$ cat config.mk
export PLATFORM = sky130hd
export DESIGN_NAME = pll_reprog_seq
export DESIGN_NICKNAME = d
export VERILOG_FILES = /design/src/rtl/pllseq_pkg.sv /design/src/rtl/pllseq_tick_timer.sv /design/src/rtl/pllseq_try_counter.sv /design/src/rtl/pllseq_cmd.sv /design/src/rtl/pll_reprog_seq.sv
export SDC_FILE = /design/constraint.sdc
export NUM_CORES = 1
export LEC_CHECK = 0
export BUFFER_PORTS_ARGS = -buffer_cell sky130_fd_sc_hd__buf_2
export CORE_ASPECT_RATIO = 1.25
export CORE_MARGIN = 5
export CORE_UTILIZATION = 50
export DETAILED_ROUTE_END_ITERATION = 8
export GPL_TIMING_DRIVEN = 0
export PLACE_DENSITY = 0.9
export SLEW_MARGIN = 20
export SYNTH_ARGS = -nofsm -noshare
export SYNTH_HDL_FRONTEND = slang
export SYNTH_SLANG_ARGS = --single-unit
$ cat constraint.sdc
create_clock -name clk -period 2.5 [get_ports clk]
set_input_delay 0.75 -clock clk [delete_from_list [all_inputs] [get_ports clk]]
set_output_delay 0.75 -clock clk [all_outputs]
set_load 0.01 [all_outputs]
$ cat src/rtl/pllseq_pkg.sv
package pllseq_pkg;
  typedef enum logic [3:0] {
    S_IDLE, S_RD_CTRL, S_WR_PD, S_WR_MUL, S_WR_DIV,
    S_WR_PU, S_WAIT, S_RD_STAT, S_WR_EN
  } seq_state_e;

  localparam logic [1:0] ADDR_STAT = 2'd0;
  localparam logic [1:0] ADDR_CTRL = 2'd1;
  localparam logic [1:0] ADDR_MUL  = 2'd2;
  localparam logic [1:0] ADDR_DIV  = 2'd3;

  localparam int BIT_PD   = 0;
  localparam int BIT_BYP  = 1;
  localparam int BIT_DIN  = 2;
  localparam int BIT_DOUT = 3;
  localparam int BIT_EN   = 4;
endpackage

$ cat src/rtl/pllseq_tick_timer.sv
module pllseq_tick_timer #(
  parameter int TICKS = 10
) (
  input  logic clk,
  input  logic rst_n,
  input  logic run,
  input  logic tick,
  output logic expired
);
  localparam int CW = $clog2(TICKS + 1);
  localparam logic [CW-1:0] LAST = CW'(TICKS - 1);
  logic [CW-1:0] cnt;

  assign expired = run && tick && (cnt == LAST);

  always_ff @(posedge clk or negedge rst_n) begin
    if (!rst_n)                 cnt <= '0;
    else if (!run || expired)   cnt <= '0;
    else if (tick)              cnt <= cnt + 1'b1;
  end
endmodule

$ cat src/rtl/pllseq_try_counter.sv
module pllseq_try_counter #(
  parameter int MAX_TRIES = 4
) (
  input  logic clk,
  input  logic rst_n,
  input  logic clear,
  input  logic bump,
  output logic last
);
  localparam int CW = $clog2(MAX_TRIES + 1);
  localparam logic [CW-1:0] LAST = CW'(MAX_TRIES - 1);
  logic [CW-1:0] cnt;

  assign last = (cnt == LAST);

  always_ff @(posedge clk or negedge rst_n) begin
    if (!rst_n)      cnt <= '0;
    else if (clear)  cnt <= '0;
    else if (bump)   cnt <= cnt + 1'b1;
  end
endmodule

$ cat src/rtl/pllseq_cmd.sv
module pllseq_cmd
  import pllseq_pkg::*;
#(
  parameter int DATA_W = 32,
  parameter logic [DATA_W-1:0] DIV_WORD = 32'h0030_2062
) (
  input  seq_state_e        state,
  input  logic [DATA_W-1:0] ctrl_img,
  input  logic [DATA_W-1:0] mult_img,
  output logic              valid,
  output logic              write,
  output logic [1:0]        addr,
  output logic [DATA_W-1:0] wdata
);
  localparam logic [DATA_W-1:0] M_PD   = DATA_W'(1) << BIT_PD;
  localparam logic [DATA_W-1:0] M_EN   = DATA_W'(1) << BIT_EN;
  localparam logic [DATA_W-1:0] M_PATH = (DATA_W'(1) << BIT_BYP) |
                                         (DATA_W'(1) << BIT_DIN) |
                                         (DATA_W'(1) << BIT_DOUT);
  localparam logic [DATA_W-1:0] M_ALL  = M_PD | M_EN | M_PATH;

  logic [DATA_W-1:0] ctrl_clean;
  assign ctrl_clean = ctrl_img & ~M_ALL;

  always_comb begin
    valid = 1'b1;
    write = 1'b1;
    addr  = ADDR_CTRL;
    wdata = '0;
    case (state)
      S_RD_CTRL: begin write = 1'b0; addr = ADDR_CTRL; end
      S_WR_PD:   wdata = ctrl_clean | M_PD;
      S_WR_MUL:  begin addr = ADDR_MUL; wdata = mult_img; end
      S_WR_DIV:  begin addr = ADDR_DIV; wdata = DIV_WORD; end
      S_WR_PU:   wdata = ctrl_clean;
      S_RD_STAT: begin write = 1'b0; addr = ADDR_STAT; end
      S_WR_EN:   wdata = ctrl_clean | M_EN;
      default:   begin valid = 1'b0; write = 1'b0; end
    endcase
  end
endmodule

$ cat src/rtl/pll_reprog_seq.sv
module pll_reprog_seq
  import pllseq_pkg::*;
#(
  parameter int DATA_W     = 32,
  parameter int POLL_TICKS = 10,
  parameter int MAX_POLLS  = 4,
  parameter logic [DATA_W-1:0] DIV_WORD = 32'h0030_2062
) (
  input  logic              clk,
  input  logic              rst_n,
  input  logic              start,
  input  logic [DATA_W-1:0] mult_word,
  output logic              busy,
  output logic              done,
  output logic              error,
  input  logic              us_tick,
  output logic              req_valid,
  input  logic              req_ready,
  output logic              req_write,
  output logic [1:0]        req_addr,
  output logic [DATA_W-1:0] req_wdata,
  input  logic [DATA_W-1:0] rsp_rdata
);
  seq_state_e        state;
  logic [DATA_W-1:0] ctrl_q, mult_q;
  logic              done_q, err_q;
  logic              hs, wait_over, last_try, locked;

  assign hs     = req_valid && req_ready;
  assign locked = rsp_rdata[0];
  assign busy   = (state != S_IDLE);
  assign done   = done_q;
  assign error  = err_q;

  pllseq_cmd #(.DATA_W(DATA_W), .DIV_WORD(DIV_WORD)) cmd_i (
    .state(state), .ctrl_img(ctrl_q), .mult_img(mult_q),
    .valid(req_valid), .write(req_write), .addr(req_addr), .wdata(req_wdata)
  );

  pllseq_tick_timer #(.TICKS(POLL_TICKS)) timer_i (
    .clk(clk), .rst_n(rst_n), .run(state == S_WAIT),
    .tick(us_tick), .expired(wait_over)
  );

  pllseq_try_counter #(.MAX_TRIES(MAX_POLLS)) tries_i (
    .clk(clk), .rst_n(rst_n), .clear(state == S_IDLE),
    .bump(state == S_RD_STAT && hs), .last(last_try)
  );

  always_ff @(posedge clk or negedge rst_n) begin
    if (!rst_n) begin
      state  <= S_IDLE;
      ctrl_q <= '0;
      mult_q <= '0;
      done_q <= 1'b0;
      err_q  <= 1'b0;
    end else begin
      done_q <= 1'b0;
      err_q  <= 1'b0;
      case (state)
        S_IDLE: if (start) begin
          mult_q <= mult_word;
          state  <= S_RD_CTRL;
        end
        S_RD_CTRL: if (hs) begin
          ctrl_q <= rsp_rdata;
          state  <= S_WR_PD;
        end
        S_WR_PD:  if (hs) state <= S_WR_MUL;
        S_WR_MUL: if (hs) state <= S_WR_DIV;
        S_WR_DIV: if (hs) state <= S_WR_PU;
        S_WR_PU:  if (hs) state <= S_WAIT;
        S_WAIT:   if (wait_over) state <= S_RD_STAT;
        S_RD_STAT: if (hs) begin
          if (locked)        state <= S_WR_EN;
          else if (last_try) begin
            state <= S_IDLE;
            err_q <= 1'b1;
          end else           state <= S_WAIT;
        end
        S_WR_EN: if (hs) begin
          state  <= S_IDLE;
          done_q <= 1'b1;
        end
        default: state <= S_IDLE;
      endcase
    end
  end
endmodule

==> results.cfg <==
[status]
status = complete, but fails checks
violations = negative setup slack

[synthesis]
synth-seq-cells = 72
synth_edf_count = 0
syn_nets = 352
mappedNetlistArea_mm2 = 0.00350
synth.distinct_cells = 38
syn_inst = 279
ys.flop_type = dfrtp_1
yosys_warnings = 0
seq_area_frac_synth_pct = 51.4
async_reset_ff_share_pct = 100
synth_area_per_cell_um2 = 12.6

[clocking]
clk_path_buf_depth = 2
cts-hold-fix-buffers = 0
root_buffer = clkbuf_8
h-tree-depth = 3
cts_sinks = 72
clkLatencyLatePin_ns = 0.34
cts_tree = done
numCtsBuffers = 9
path_clk_slew_ns = 0.08

[timing]
slew_headroom_pct = 72.6
finalMaxSlewViolations = 0
fin_crit_sh_pct = 106
worstMarginPinSlew_ns = 0.408
hold_viol = 0
timing.final.ws_setup_ns = -0.159
max_freq_mhz = 376
skew_ns = 0.0116
min_period_ns = 2.66
finalSetupViolations = 23
rsz0062_at_grt = true

[routing]
dr.pass1.iters = 5
ant_nets = 0
drc_errors = 0
wire_per_inst_um = 18.8
via_per_inst = 5.56
vias = 2814
drt_iter0_markers = 149
wirelength_mm = 9.50

[placement]
io_buffer_count = 103
place.gp.congestion = 0.893
place_hpwl_mm = 6.43

[die]
die_area_mm2 = 0.00879
rows = 34
ios = 108
die_h_um = 104
coreArea_mm2 = 0.00689
initial_core_util_pct = 50.8
die_w_um = 84.9

[power]
leakagePower_nw = 2.23
power_density_mw_per_mm2 = 1310
power_w = 0.00605
peakVddDrop_v = 0.000707

[global_routing]
overflow = 0
grt_max_degree = 49
grt_pass1_vias = 2968
grt_usage_pct = 21.4
grt_pass1_wl_mm = 14.8
antenna_found_initial = 0

[final_layout]
drive_above_1_share_pct = 58.9
final_net_count = 485
utilization_pct = 67.2
final_common_cell = buf_2
nFillCells = 525
area_growth_pct = 32.3
diodes = 0
mostFrequentLayoutCells = 104 x buf_2, 69 x dfrtp_1, 58 x mux2_2

[worst_setup_path]
worst-endpoint-arrival_ns = 1.91
startpoint_type = flop
crit_type = flop to output pin
crit_fanout = 6
worstPathRequired_ns = 1.75
crit_path_end_kind = output pin

[min_path]
hold_path_class = input pin to async pin

[flow_run]
maxCapViolCount = 0
final cells by class:
type                    instances  area (um2)  area share (%)
flip-flops and latches         72        1810            39.0
multi-input cells             184        1640            35.4
repair buffers                123         731            15.8
plain buffers                  16         149            3.21
clock buffers                  10         138            2.97
well taps                      90         113            2.43
clock inverters                 5        33.8           0.729
inverters                       6        26.3           0.567
registers in the layout (all words and copies together) (netlist names):
register and cells:
mult_q 32, ctrl_q 27, state 4, timer_i.cnt 4, tries_i.cnt 3, done 1, error 1
layer usage:
layer	GRT usage (%)	wire length, um	up-vias
met5	0	0	-
met4	7.13	167	0
met3	6.20	730	21
met2	37.1	5010	126
met1	25.2	3600	1392
li1	-	-	1275
synthesized netlist by cell type, drive strengths merged (2+ instances only):
cell	n	share of area, %
inv	6	0.64
nor2	15	1.6
xnor2	2	0.50
nor3	3	0.43
and2	3	0.54
a22o	22	5.5
nor3b	2	0.43
mux2	64	21
ha	4	1.4
buf	17	3.5
a21boi	5	1.1
and3	2	0.36
a21oi	6	0.86
and2b	4	0.93
nand4	5	1.1
o21ai	17	2.4
nand2	12	1.4
xor2	3	0.75
dfrtp	72	51
nand4b	3	0.75
power by group:
part	switching, W	internal (W)
combinational	0.00148	0.00171
sequential	0.000335	0.00170
clock	0.000433	0.000379
timing repair:
action / 4_1_cts / 5_1_grt
buffers inserted: 9 / 9
endpoints found under the setup margin: 31 / 32
gates resized for setup: 32 / 31
hold endpoints to repair: 0 / 0
cloned: 2 / 0
pin swaps: 4 / 14
critical path, stage by stage (launching register included):
cell and delay [ns]:
dfrtp_2 0.45, buf_6 0.14, nor4b_4 0.27, o21bai_4 0.26, buf_6 0.18, a22o_1 0.14
buf_2 0.13
final timing paths:
| kind | depth (start not counted) | endpoint | slack, ns | start |
|---|---|---|---|---|
| min in group clk | 1 | mult_q[21] | 0.50 | mult_q[21] |
| worst min-delay path | 1 | ctrl_q[5] | 0.30 | rst_n |
| max in group asynchronous | 2 | state[3] | 1.62 | rst_n |
| worst max register to register | 8 | state[1] | 0.48 | state[2] |
| worst max-delay path | 6 | req_wdata[11] | -0.16 | state[2] |
| worst min register to register | 1 | mult_q[21] | 0.50 | mult_q[21] |
logic make-up (layout without fill, tap and decap cells):
kind of cell / count (synthesis) / after routing / share of synthesized area, %
AOI/OAI and AO/OA: 56 / 56 / 11.3
xor gates and xnor gates: 5 / 5 / 1.25
adders and majority gates: 4 / 4 / 1.43
buffers and inverters: 23 / 160 / 4.11
DFF: 72 / 72 / 51.4
muxes: 65 / 65 / 20.9
and+or+nand+nor: 54 / 54 / 9.61
per-stage QoR:
step           TNS [ns]  hold slack (ns)  instance area [um2]  cells  setup WS (ns)
2_1_floorplan         0            0.454                 3500    279          0.294
3_3_place_gp      -1.60            0.474                 4130    472         -0.102
3_5_place_dp      -1.97            0.480                 4160    473         -0.121
4_1_cts           -3.47            0.305                 4490    499         -0.158
5_1_grt           -4.84            0.320                 4630    506         -0.222
6_report          -2.88            0.305                 4630    506         -0.159
Power figures use the tool's default switching activity.
